--- config.mk ---
export PLATFORM = sky130hd
export DESIGN_NAME = esr_bank
export DESIGN_NICKNAME = d
export VERILOG_FILES = /design/src/rtl/esr_pkg.sv /design/src/rtl/esr_flag_bits.sv /design/src/rtl/esr_port_status.sv /design/src/rtl/esr_bank.sv
export SDC_FILE = /design/constraint.sdc
export NUM_CORES = 1
export LEC_CHECK = 0
export BUFFER_PORTS_ARGS = -buffer_cell sky130_fd_sc_hd__buf_4
export CAP_MARGIN = 5
export CORE_UTILIZATION = 50
export CTS_CLUSTER_SIZE = 20
export DETAILED_ROUTE_END_ITERATION = 12
export MAX_ROUTING_LAYER = met4
export PLACE_DENSITY = 0.79
export RECOVER_POWER = 100
export SYNTH_ARGS = -nofsm -noshare
export SYNTH_HDL_FRONTEND = slang
export SYNTH_SLANG_ARGS = --single-unit
--- constraint.sdc ---
create_clock -name clk_i -period 1.4 [get_ports clk_i]
set_clock_uncertainty 0.15 [all_clocks]
set_input_delay 0.14 -clock clk_i [delete_from_list [all_inputs] [get_ports clk_i]]
set_output_delay 0.14 -clock clk_i [all_outputs]
set_load 0.03 [all_outputs]
--- src/rtl/esr_pkg.sv ---
package esr_pkg;
    localparam int NPORT  = 4;
    localparam int CODE_W = 3;
    localparam int DATA_W = 8;
    localparam int ADDR_W = 3;

    localparam logic [ADDR_W-1:0] A_EVT     = 3'd0;
    localparam logic [ADDR_W-1:0] A_EVT_COR = 3'd1;
    localparam logic [ADDR_W-1:0] A_STAT0   = 3'd2;
    localparam logic [ADDR_W-1:0] A_FAULT   = 3'd6;
    localparam logic [ADDR_W-1:0] A_CTL     = 3'd7;
    localparam int               SRST_BIT  = 4;

    typedef struct packed {
        logic [CODE_W-1:0] cls;
        logic [CODE_W-1:0] det;
    } port_res_t;

    function automatic logic [DATA_W-1:0] fmt_status(port_res_t r);
        return {1'b0, r.cls, 1'b0, r.det};
    endfunction
endpackage

--- src/rtl/esr_flag_bits.sv ---
module esr_flag_bits #(
    parameter int W = 8
) (
    input  logic         clk_i,
    input  logic         rst_i,
    input  logic [W-1:0] set_i,
    input  logic [W-1:0] clr_i,
    output logic [W-1:0] q_o
);
    logic [W-1:0] q;

    always_ff @(posedge clk_i) begin
        if (rst_i) q <= '0;
        else       q <= (q & ~clr_i) | set_i;
    end

    assign q_o = q;

    for (genvar i = 0; i < W; i++) begin : g_chk
        // a set pulse always lands, even against a clear
        p_set_wins_r5: assert property (@(posedge clk_i) disable iff (rst_i)
            set_i[i] |=> q_o[i]);
        // a clear without a set empties the bit
        p_clear_r3: assert property (@(posedge clk_i) disable iff (rst_i)
            (clr_i[i] && !set_i[i]) |=> !q_o[i]);
    end
endmodule

--- src/rtl/esr_port_status.sv ---
module esr_port_status
    import esr_pkg::*;
(
    input  logic              clk_i,
    input  logic              rst_i,
    input  logic              clr_i,
    input  logic              det_done_i,
    input  logic [CODE_W-1:0] det_code_i,
    input  logic              cls_done_i,
    input  logic [CODE_W-1:0] cls_code_i,
    output port_res_t         res_o
);
    port_res_t res;

    always_ff @(posedge clk_i) begin
        if (rst_i) begin
            res <= '0;
        end else begin
            if (det_done_i)  res.det <= det_code_i;
            else if (clr_i)  res.det <= '0;
            if (cls_done_i)  res.cls <= cls_code_i;
            else if (clr_i)  res.cls <= '0;
        end
    end

    assign res_o = res;

    // a completion pulse loads the code
    p_det_load_r4: assert property (@(posedge clk_i) disable iff (rst_i)
        det_done_i |=> res_o.det == $past(det_code_i));
    p_cls_load_r4: assert property (@(posedge clk_i) disable iff (rst_i)
        cls_done_i |=> res_o.cls == $past(cls_code_i));
    // a clear without a load zeroes the field
    p_det_clear_r7: assert property (@(posedge clk_i) disable iff (rst_i)
        (clr_i && !det_done_i) |=> res_o.det == '0);
endmodule

--- src/rtl/esr_bank.sv ---
module esr_bank
    import esr_pkg::*;
(
    input  logic                    clk_i,
    input  logic                    rst_i,
    input  logic                    rd_en_i,
    input  logic                    wr_en_i,
    input  logic [ADDR_W-1:0]       addr_i,
    input  logic [DATA_W-1:0]       wdata_i,
    output logic [DATA_W-1:0]       rdata_o,
    input  logic [NPORT-1:0]        det_done_i,
    input  logic [NPORT*CODE_W-1:0] det_code_i,
    input  logic [NPORT-1:0]        cls_done_i,
    input  logic [NPORT*CODE_W-1:0] cls_code_i,
    input  logic [NPORT-1:0]        pwr_dn_i,
    input  logic [NPORT-1:0]        fault_i,
    output logic [NPORT-1:0]        port_off_o,
    output logic                    int_n_o
);
    localparam int EVT_W = 2 * NPORT;

    logic              srst_q;
    logic [NPORT-1:0]  port_rst_q;
    logic              rst_all;
    logic              wr_ctl, wr_flt, rd_cor;
    logic [NPORT-1:0]  port_clr;
    logic [EVT_W-1:0]  evt_q, evt_clr;
    logic [NPORT-1:0]  flt_q, flt_clr;
    port_res_t         res [NPORT];
    logic [DATA_W-1:0] rmux, rdata_q;

    assign rst_all = rst_i | srst_q;
    assign wr_ctl  = wr_en_i && (addr_i == A_CTL);
    assign wr_flt  = wr_en_i && (addr_i == A_FAULT);
    assign rd_cor  = rd_en_i && (addr_i == A_EVT_COR);

    // Self-clearing controls: high only in the cycle after the write
    always_ff @(posedge clk_i) begin
        if (rst_i) srst_q <= 1'b0;
        else       srst_q <= wr_ctl && wdata_i[SRST_BIT] && !srst_q;
    end

    always_ff @(posedge clk_i) begin
        if (rst_all)     port_rst_q <= '0;
        else if (wr_ctl) port_rst_q <= wdata_i[NPORT-1:0];
        else             port_rst_q <= '0;
    end

    assign port_off_o = port_rst_q;
    assign port_clr   = port_rst_q | pwr_dn_i;
    assign evt_clr    = {EVT_W{rd_cor}} | {port_clr, port_clr};
    assign flt_clr    = wr_flt ? wdata_i[NPORT-1:0] : '0;

    esr_flag_bits #(.W(EVT_W)) u_evt (
        .clk_i (clk_i),
        .rst_i (rst_all),
        .set_i ({cls_done_i, det_done_i}),
        .clr_i (evt_clr),
        .q_o   (evt_q)
    );

    esr_flag_bits #(.W(NPORT)) u_flt (
        .clk_i (clk_i),
        .rst_i (rst_all),
        .set_i (fault_i),
        .clr_i (flt_clr),
        .q_o   (flt_q)
    );

    for (genvar p = 0; p < NPORT; p++) begin : g_port
        esr_port_status u_stat (
            .clk_i      (clk_i),
            .rst_i      (rst_all),
            .clr_i      (port_clr[p]),
            .det_done_i (det_done_i[p]),
            .det_code_i (det_code_i[p*CODE_W +: CODE_W]),
            .cls_done_i (cls_done_i[p]),
            .cls_code_i (cls_code_i[p*CODE_W +: CODE_W]),
            .res_o      (res[p])
        );
    end

    always_comb begin
        rmux = '0;
        if (addr_i == A_EVT || addr_i == A_EVT_COR) rmux = evt_q;
        if (addr_i == A_FAULT) rmux = DATA_W'(flt_q);
        for (int p = 0; p < NPORT; p++)
            if (addr_i == ADDR_W'(int'(A_STAT0) + p)) rmux = fmt_status(res[p]);
    end

    always_ff @(posedge clk_i) begin
        if (rst_all)      rdata_q <= '0;
        else if (rd_en_i) rdata_q <= rmux;
    end

    assign rdata_o = rdata_q;
    assign int_n_o = ~|flt_q;

    // a fault pulse pulls the interrupt low on the next cycle
    p_fault_int_r9: assert property (@(posedge clk_i) disable iff (rst_all)
        (|fault_i) |=> !int_n_o);
    // control address reads back as zero
    p_ctl_reads_zero_r10: assert property (@(posedge clk_i) disable iff (rst_all)
        (rd_en_i && addr_i == A_CTL) |=> rdata_o == '0);
    // a port-off command only follows a write of that bit
    p_port_off_src_r6: assert property (@(posedge clk_i) disable iff (rst_all)
        (|port_off_o) |-> $past(wr_ctl));
    // plain read leaves flags unchanged when nothing else acts
    p_plain_read_r2: assert property (@(posedge clk_i) disable iff (rst_all)
        (rd_en_i && addr_i == A_EVT && !(|det_done_i) && !(|cls_done_i)
         && !(|port_clr)) |=> $stable(evt_q));
    // software reset empties the fault latch
    p_srst_clears_r8: assert property (@(posedge clk_i) disable iff (rst_i)
        srst_q |=> (flt_q == '0 && evt_q == '0));
endmodule

* Word-level counts from Yosys, hierarchy flattened *
Cells that the tools add are included.

word-level totals
  bits of input ports = 55
  output and inout port bits = 13
  flip-flop bits (word level) = 49
  word-level logic and storage cells = 68

cells by class
  reductions and logical operators = 19
  equal/unequal tests = 7
  bitwise operators = 10
  muxes and demuxes = 19

operators by type and width
  cell                number
  $mux 8              6
  $mux 3              12
  $or 8x8->8          2
  $reduce_bool 2->1   8
  $eq 3x3->1 const B  4
  $and 8x8->8         1
  $not 8->8           1
  $or 4x4->4          2
  $eq 3x2->1 const B  2
  $logic_and 1x1->1   5
  $and 4x4->4         1
  $mux 4              1
  $not 4->4           1
  $reduce_or 4->1     1
  $eq 3x1->1 const B  1
  $logic_not 3->1     1
  $logic_not 1->1     2
  $reduce_or 2->1     1
  $logic_or 1x1->1    1
  $not 1->1           1
  $or 1x1->1          1

* Logic depth before layout (Yosys ltp) *
Gate-level depths: netlist of run 1.

  word-level depth = 8
  mapped depth = 6
  depth with buffers taken out = 4

* Hierarchy *
Synthesis of run 1 repeated with hierarchy kept, for this count alone.

second synthesis, totals
  cells, all modules = 244
  area, all modules = 2,274.7 um^2

modules (own cells, without submodules)
  module                  cells each  seq. area each (um^2)  area an instance (um^2)  instances
  esr_port_status         24          120.1                  225.2                    4
  esr_bank                99          260.2                  852.1                    1
  esr_flag_bits at u_evt  33          160.2                  381.6                    1
  esr_flag_bits at u_flt  16          80.1                   140.1                    1

* Worst setup path after synthesis of run 1 *
OpenSTA, ideal clock, no wires.

  kind = flip-flop to output port
  from = register u_flt.q[3] (netlist: u_flt.q_o[3])
  to = output int_n_o
  setup slack = -0.194 ns
  stages on the path, launching flop included = 2
  path buffers = 0
  arrival = 1.304 ns
  data required time = 1.110 ns
  path through = dfxtp_1 > nor4_1

between the ends
  word-level cells in the longest chain between the ends = 2

RTL lines
  item                    RTL line             RTL
  from (decl)             esr_flag_bits.sv:10  logic [W-1:0] q;
  from (signal assigned)  esr_flag_bits.sv:14  else q <= (q & ~clr_i) | set_i;
  $reduce_or 4->1         esr_bank.sv:97       assign int_n_o = ~|flt_q;
  $logic_not 1->1         esr_bank.sv:97
  to (decl)               esr_bank.sv:18       output logic int_n_o

Every way passes these cells.

* Worst setup path after layout of run 1 *
  from = register u_flt.q[0] (netlist: u_flt.q_o[0])
  to = output int_n_o

The elaborated chain is that of the path after synthesis.

==> results of run 1 <==
[repair_timing]
item                                    in CTS  in global routing
endpoints found under the setup margin       1                  1
pin swaps                                    0                  1
hold buffers                                41                  0
endpoints found under the hold margin       41                  0
resized for setup                            1                  3
cloned                                       0                  0
[metrics by stage]
step | total power [uW] | hold slack [ns] | instances | setup TNS (ns) | instance area, sq um
after floorplan | 1770 | 0.107 | 246 | 0 | 2110
after global placement | 1960 | 0.195 | 350 | 0 | 2600
after detailed placement | 1970 | 0.200 | 350 | 0 | 2600
after CTS | 2910 | 0.0460 | 399 | 0 | 3110
after global routing | 3030 | 0.0576 | 399 | -0.0819 | 3060
final | 2900 | 0.0547 | 399 | 0 | 3060
[power groups by stage]
| stage | clock, uW | combinational (uW) | sequential, uW |
|---|---|---|---|
| after detailed placement | 0 | 435 | 1540 |
| after global placement | 0 | 425 | 1540 |
| after CTS | 871 | 528 | 1510 |
| final | 862 | 525 | 1510 |
| after global routing | 937 | 570 | 1520 |
| after floorplan | 0 | 219 | 1550 |
[area by class of cell]
class / instances / share of cell area
clock buffer: 6 / 0.0270
clock inverter: 2 / 0.00450
inverter: 6 / 0.00736
tap: 50 / 0.0204
timing repair buffer: 108 / 0.284
sequential: 49 / 0.321
multi-input combinational: 178 / 0.336
[final timing paths]
kind | from | to | cells after the start | slack (ns)
max reg2reg | srst_q | rdata_o[1] | 3 | 0.05
min reg2reg | rdata_o[7] | rdata_o[7] | 2 | 0.32
min | pwr_dn_i[0] | u_evt.q_o[4] | 4 | 0.05
max | u_flt.q_o[0] | int_n_o | 2 | 0.01
[metal layers]
layer  track usage  part of all wire
met2         0.471              0.51
met5             -                 0
met4        0.0878             0.013
met3        0.0651             0.060
met1         0.333              0.42
[cell usage in the layout (no fill, tap or decap), drive strengths merged, types with 2 or more instances in the layout]
cell / synthesis / layout
a31oi: 3 / 3
nand3b: 25 / 25
clkinv: 0 / 2
and2: 5 / 5
buf: 8 / 54
a21oi: 40 / 40
nor3b: 3 / 3
o32ai: 3 / 3
nor3: 7 / 7
dlygate4sd3: 0 / 41
dfxtp: 49 / 49
o221ai: 2 / 2
nand2b: 4 / 4
nor2: 28 / 28
o21ai: 4 / 4
mux2: 2 / 2
mux2i: 5 / 5
nand4: 2 / 2
clkbuf: 5 / 19
inv: 6 / 6
o211ai: 2 / 2
nand2: 27 / 27
or3: 5 / 5
[flip-flops by register name, indices dropped and copies added, names as in the netlist]
| name | count |
|---|---|
| g_port.u_stat.res_o | 24 |
| srst_q | 1 |
| u_evt.q_o | 8 |
| rdata_o | 8 |
| u_flt.q_o | 4 |
| port_off_o | 4 |
[kinds of logic after synthesis]
family | count (synthesis) | share of synthesized area
DFF | 49 | 0.467
AOI/OAI and AO/OA | 59 | 0.162
buffers and inverters | 19 | 0.0512
and+or+nand+nor | 112 | 0.285
muxes | 7 | 0.0345
[worst reg2reg max path: stages, from the launching register on]
cell,delay [ns]
dfxtp_1,0.30
or2_2,0.29
clkbuf_2,0.31
nor3_1,0.24
==> impl_metrics.json, run 1 <==
{
  "yosysTopAreaCell": "dfxtp_1",
  "synthesis.nets": 301,
  "drt-total-wl_mm": 5.77,
  "max_stage_delay_ns": 0.34,
  "crit_type": "reg2out",
  "postRouteAntennaNets": 0,
  "antenna_cells": 0,
  "fmax_mhz": 719,
  "cts_num_sinks": 49,
  "end_kind": "output pin",
  "combPwrFrac": 0.181,
  "numPortBuffers": 64,
  "gp_congestion": 0.785,
  "p_int_uw": 2150,
  "path_buf_inv": 1,
  "die_w_um": 66.8,
  "period_needed_ns": 1.39,
  "tightest_slew_ns": 0.440,
  "synthTopCellsByCount": "49 x dfxtp_1, 40 x a21oi_1, 28 x nor2_1, 27 x nand2_1, 25 x nand3b_1",
  "power_switching_uw": 753,
  "rows": 23,
  "clkTransAtPathRegs_ns": 0.09,
  "rsz0062_at_grt": "true",
  "cts_buffers": 5,
  "first_pass_iters": 4,
  "grt_pass1_wl_mm": 8.99,
  "leakage_uw": 0.00125,
  "pwr-share-seq": 0.521,
  "pin_count": 68,
  "yosysSeqAreaShare": 0.467,
  "cts_tree": "yes",
  "initial_core_util": 0.521,
  "cp_data_required_time_ns": 1.11,
  "route.vias.total": 2139,
  "die_y_um": 66.8,
  "synth-main-ff-cell": "dfxtp_1",
  "synth_edf_count": 0,
  "peakVddDrop_v": 0.000650,
  "antenna_found_initial": 0,
  "drc": 0,
  "dieArea_sq_mm": 0.00446,
  "ys_ff_latch": 49,
  "grt_pass1_vias": 1973,
  "root_buffer": "clkbuf_8",
  "hp-class": "in2reg",
  "ys_async_sr_fraction": 0,
  "layout.nets": 403,
  "yosysWarnings": 0,
  "hold_violations": 0,
  "drv_cap": 0,
  "htreeDepth": 2,
  "setup_viol": 0,
  "grt_use_total": 0.281,
  "preCtsSetupSlack_ns": 0.0998,
  "n_fill_cell": 308,
  "first_iter_violations": 193,
  "finalCritPeriodShare": 0.993,
  "maxSlewHeadroom": 0.706,
  "core_sq_mm": 0.00403,
  "drive_gt1_frac": 0.212,
  "cp_top_family": "flip-flops",
  "switching_share": 0.260,
  "dpl.hpwl_mm": 3.69,
  "crit_fanout": 2,
  "drv_slew": 0,
  "status": "finished, final reports clean",
  "synth_area_sq_mm": 0.00210,
  "arrival_ns": 1.10,
  "ff_latch_area_sq_um": 983,
  "crit_chain": "nor4_4, buf_6",
  "post-synth-top-count-cell": "dfxtp_1",
  "multi_input_area_sq_mm": 0.00103,
  "synth_cells": 246,
  "grt_overflow": 0,
  "syn_avg_cell_area_sq_um": 8.54,
  "netlist.area_leader.share": 0.467,
  "clkPwrFrac": 0.298,
  "wire_per_inst_um": 14.5,
  "via_per_inst": 5.36,
  "cellPowerDensity_mw_per_mm2": 947,
  "fin_ws_ns": 0.00969,
  "slowest_stage": "dfxtp_2",
  "synth_cell_types": 35,
  "area_growth_pct": 45.7,
  "synthTopCellsByArea": "dfxtp_1 47%, a21oi_1 9.5%, nand3b_1 8.9%",
  "clock_latency_ns": 0.30,
  "post-route-util": 0.760,
  "crit_path_start_kind": "flop",
  "grt_max_degree": 24,
  "post_cts_buffers": 0,
  "clk_path_buf_depth": 2
}
(Power assumes the default switching activity.)
==> inputs of run 2 (changes only) <==
Settings changed: MAX_ROUTING_LAYER met4 to unset.
==> run 2 against run 1 <==
  * Clock-buffer cell count is the same
  * Sequential share of layout area is the same
  * Largest power group unchanged
  * Global-route usage shrank 0.70 points
  * Worst setup slack gained 0.0022 ns
  * Critical path depth is the same
  * Power is essentially flat
  * Sequential cell count is the same
  * Non-clock buffer count is the same
  * Die area is the same
  * Register-to-register slack is essentially flat
  * Highest routed layer unchanged
  * Final cell count is the same
  * Largest cell class unchanged
==> impl_metrics.json, run 2 (synthesis results as in run 1) <==
{
  "status": "finished, final reports clean",
  "dpl.hpwl_mm": 3.69,
  "root_buffer": "clkbuf_8",
  "grt_overflow": 0,
  "preCtsSetupSlack_ns": 0.0998,
  "fin_ws_ns": 0.0118,
  "via_per_inst": 5.37,
  "cellPowerDensity_mw_per_mm2": 947,
  "final_cell_mix": "52 x buf_4, 47 x dfxtp_1, 41 x dlygate4sd3_1, 40 x a21oi_1, 28 x nor2_1",
  "drive_gt1_frac": 0.212,
  "htreeDepth": 2,
  "rsz0062_at_grt": "true",
  "route.vias.total": 2143,
  "reg2reg_slack_ns": 0.04,
  "cp_data_required_time_ns": 1.11,
  "layout.nets": 403,
  "end_kind": "output pin",
  "dieArea_sq_mm": 0.00446,
  "pin_count": 68,
  "numPortBuffers": 64,
  "area_growth_pct": 45.7,
  "hold_violations": 0,
  "antenna_cells": 0,
  "drc": 0,
  "max_stage_delay_ns": 0.34,
  "postRouteAntennaNets": 0,
  "final_cells": 399,
  "path_buf_inv": 1,
  "holdWs_ns": 0.0553,
  "arrival_ns": 1.10,
  "crit_path_start_kind": "flop",
  "clk_path_buf_depth": 2,
  "rows": 23,
  "wire_per_inst_um": 14.6,
  "cp_top_family": "flip-flops",
  "tightest_slew_ns": 0.470,
  "slowest_stage": "dfxtp_2",
  "clkTransAtPathRegs_ns": 0.09,
  "die_w_um": 66.8,
  "leakage_uw": 0.00125,
  "core_sq_mm": 0.00403,
  "clock_latency_ns": 0.30,
  "maxSlewHeadroom": 0.685,
  "crit_type": "reg2out",
  "layout_commonest_cell": "buf_4",
  "grt_pass1_vias": 1969,
  "cts_num_sinks": 49,
  "crit_chain": "nor4_4, buf_6",
  "crit_fanout": 2,
  "first_iter_violations": 203,
  "grt_max_degree": 24,
  "cts_buffers": 5,
  "period_needed_ns": 1.39,
  "grt_use_total": 0.274,
  "place_inst": 350,
  "grt_pass1_wl_mm": 9.00,
  "gp_congestion": 0.774,
  "drv_cap": 0,
  "first_pass_iters": 4,
  "setup_viol": 0,
  "peakVddDrop_v": 0.000645,
  "drv_slew": 0,
  "die_y_um": 66.8,
  "fmax_mhz": 720,
  "initial_core_util": 0.521,
  "drt-total-wl_mm": 5.84,
  "cts_tree": "yes",
  "hp-class": "in2reg",
  "largest_reg_flops": 24,
  "antenna_found_initial": 0,
  "finalCritPeriodShare": 0.992
}
-- run 2: worst paths after layout --
kind	startpoint	to	depth (start not counted)
worst min-delay path	pwr_dn_i[0]	u_evt.q_o[4]	4
worst max-delay path	u_flt.q_o[0]	int_n_o	2
worst min register to register	rdata_o[7]	rdata_o[7]	2
worst max register to register	srst_q	rdata_o[1]	3
-- run 2: worst reg2reg max path: cells and delay by family (launching register included) --
kind / cells / cell delay, ns
buffers and inverters: 1 / 0.31
flip-flops: 1 / 0.30
AND/OR/NAND/NOR: 2 / 0.53
-- run 2: area by class of cell --
class                      count  area (sq um)
clock buffer                   6          82.6
timing repair buffer         108           870
sequential                    49           983
clock inverter                 2          13.8
multi-input combinational    178          1030
tap                           50          62.6
inverter                       6          22.5
fill                         308           967
-- run 2: repair_timing --
item / CTS / global route
hold endpoints to repair: 41 / 0
endpoints found under the setup margin: 1 / 1
pin swaps: 0 / 1
setup buffers: 0 / 0
resized for setup: 1 / 3
hold buffers: 41 / 0
-- run 2: metal layers --
metal	GRT usage	routed length, um
met1	0.334	2420
met2	0.471	2970
met3	0.0651	376
met4	0.0878	75
met5	0	0
-- run 2: per-stage QoR --
stage | utilization | total power (uW) | setup TNS [ns] | area, sq um
after floorplan | - | 1770 | 0 | 2110
after global placement | 0.645 | 1960 | 0 | 2600
after detailed placement | 0.645 | 1970 | 0 | 2600
after CTS | 0.771 | 2910 | 0 | 3110
after global routing | 0.760 | 3020 | -0.0836 | 3060
final | 0.760 | 2900 | 0 | 3060
-- run 2: where the power goes --
group	switching (uW)	total [uW]	leakage, uW	internal, uW
Combinational	248	527	0.000795	278
Clock	459	860	0.0000512	401
Sequential	45.1	1510	0.000404	1470
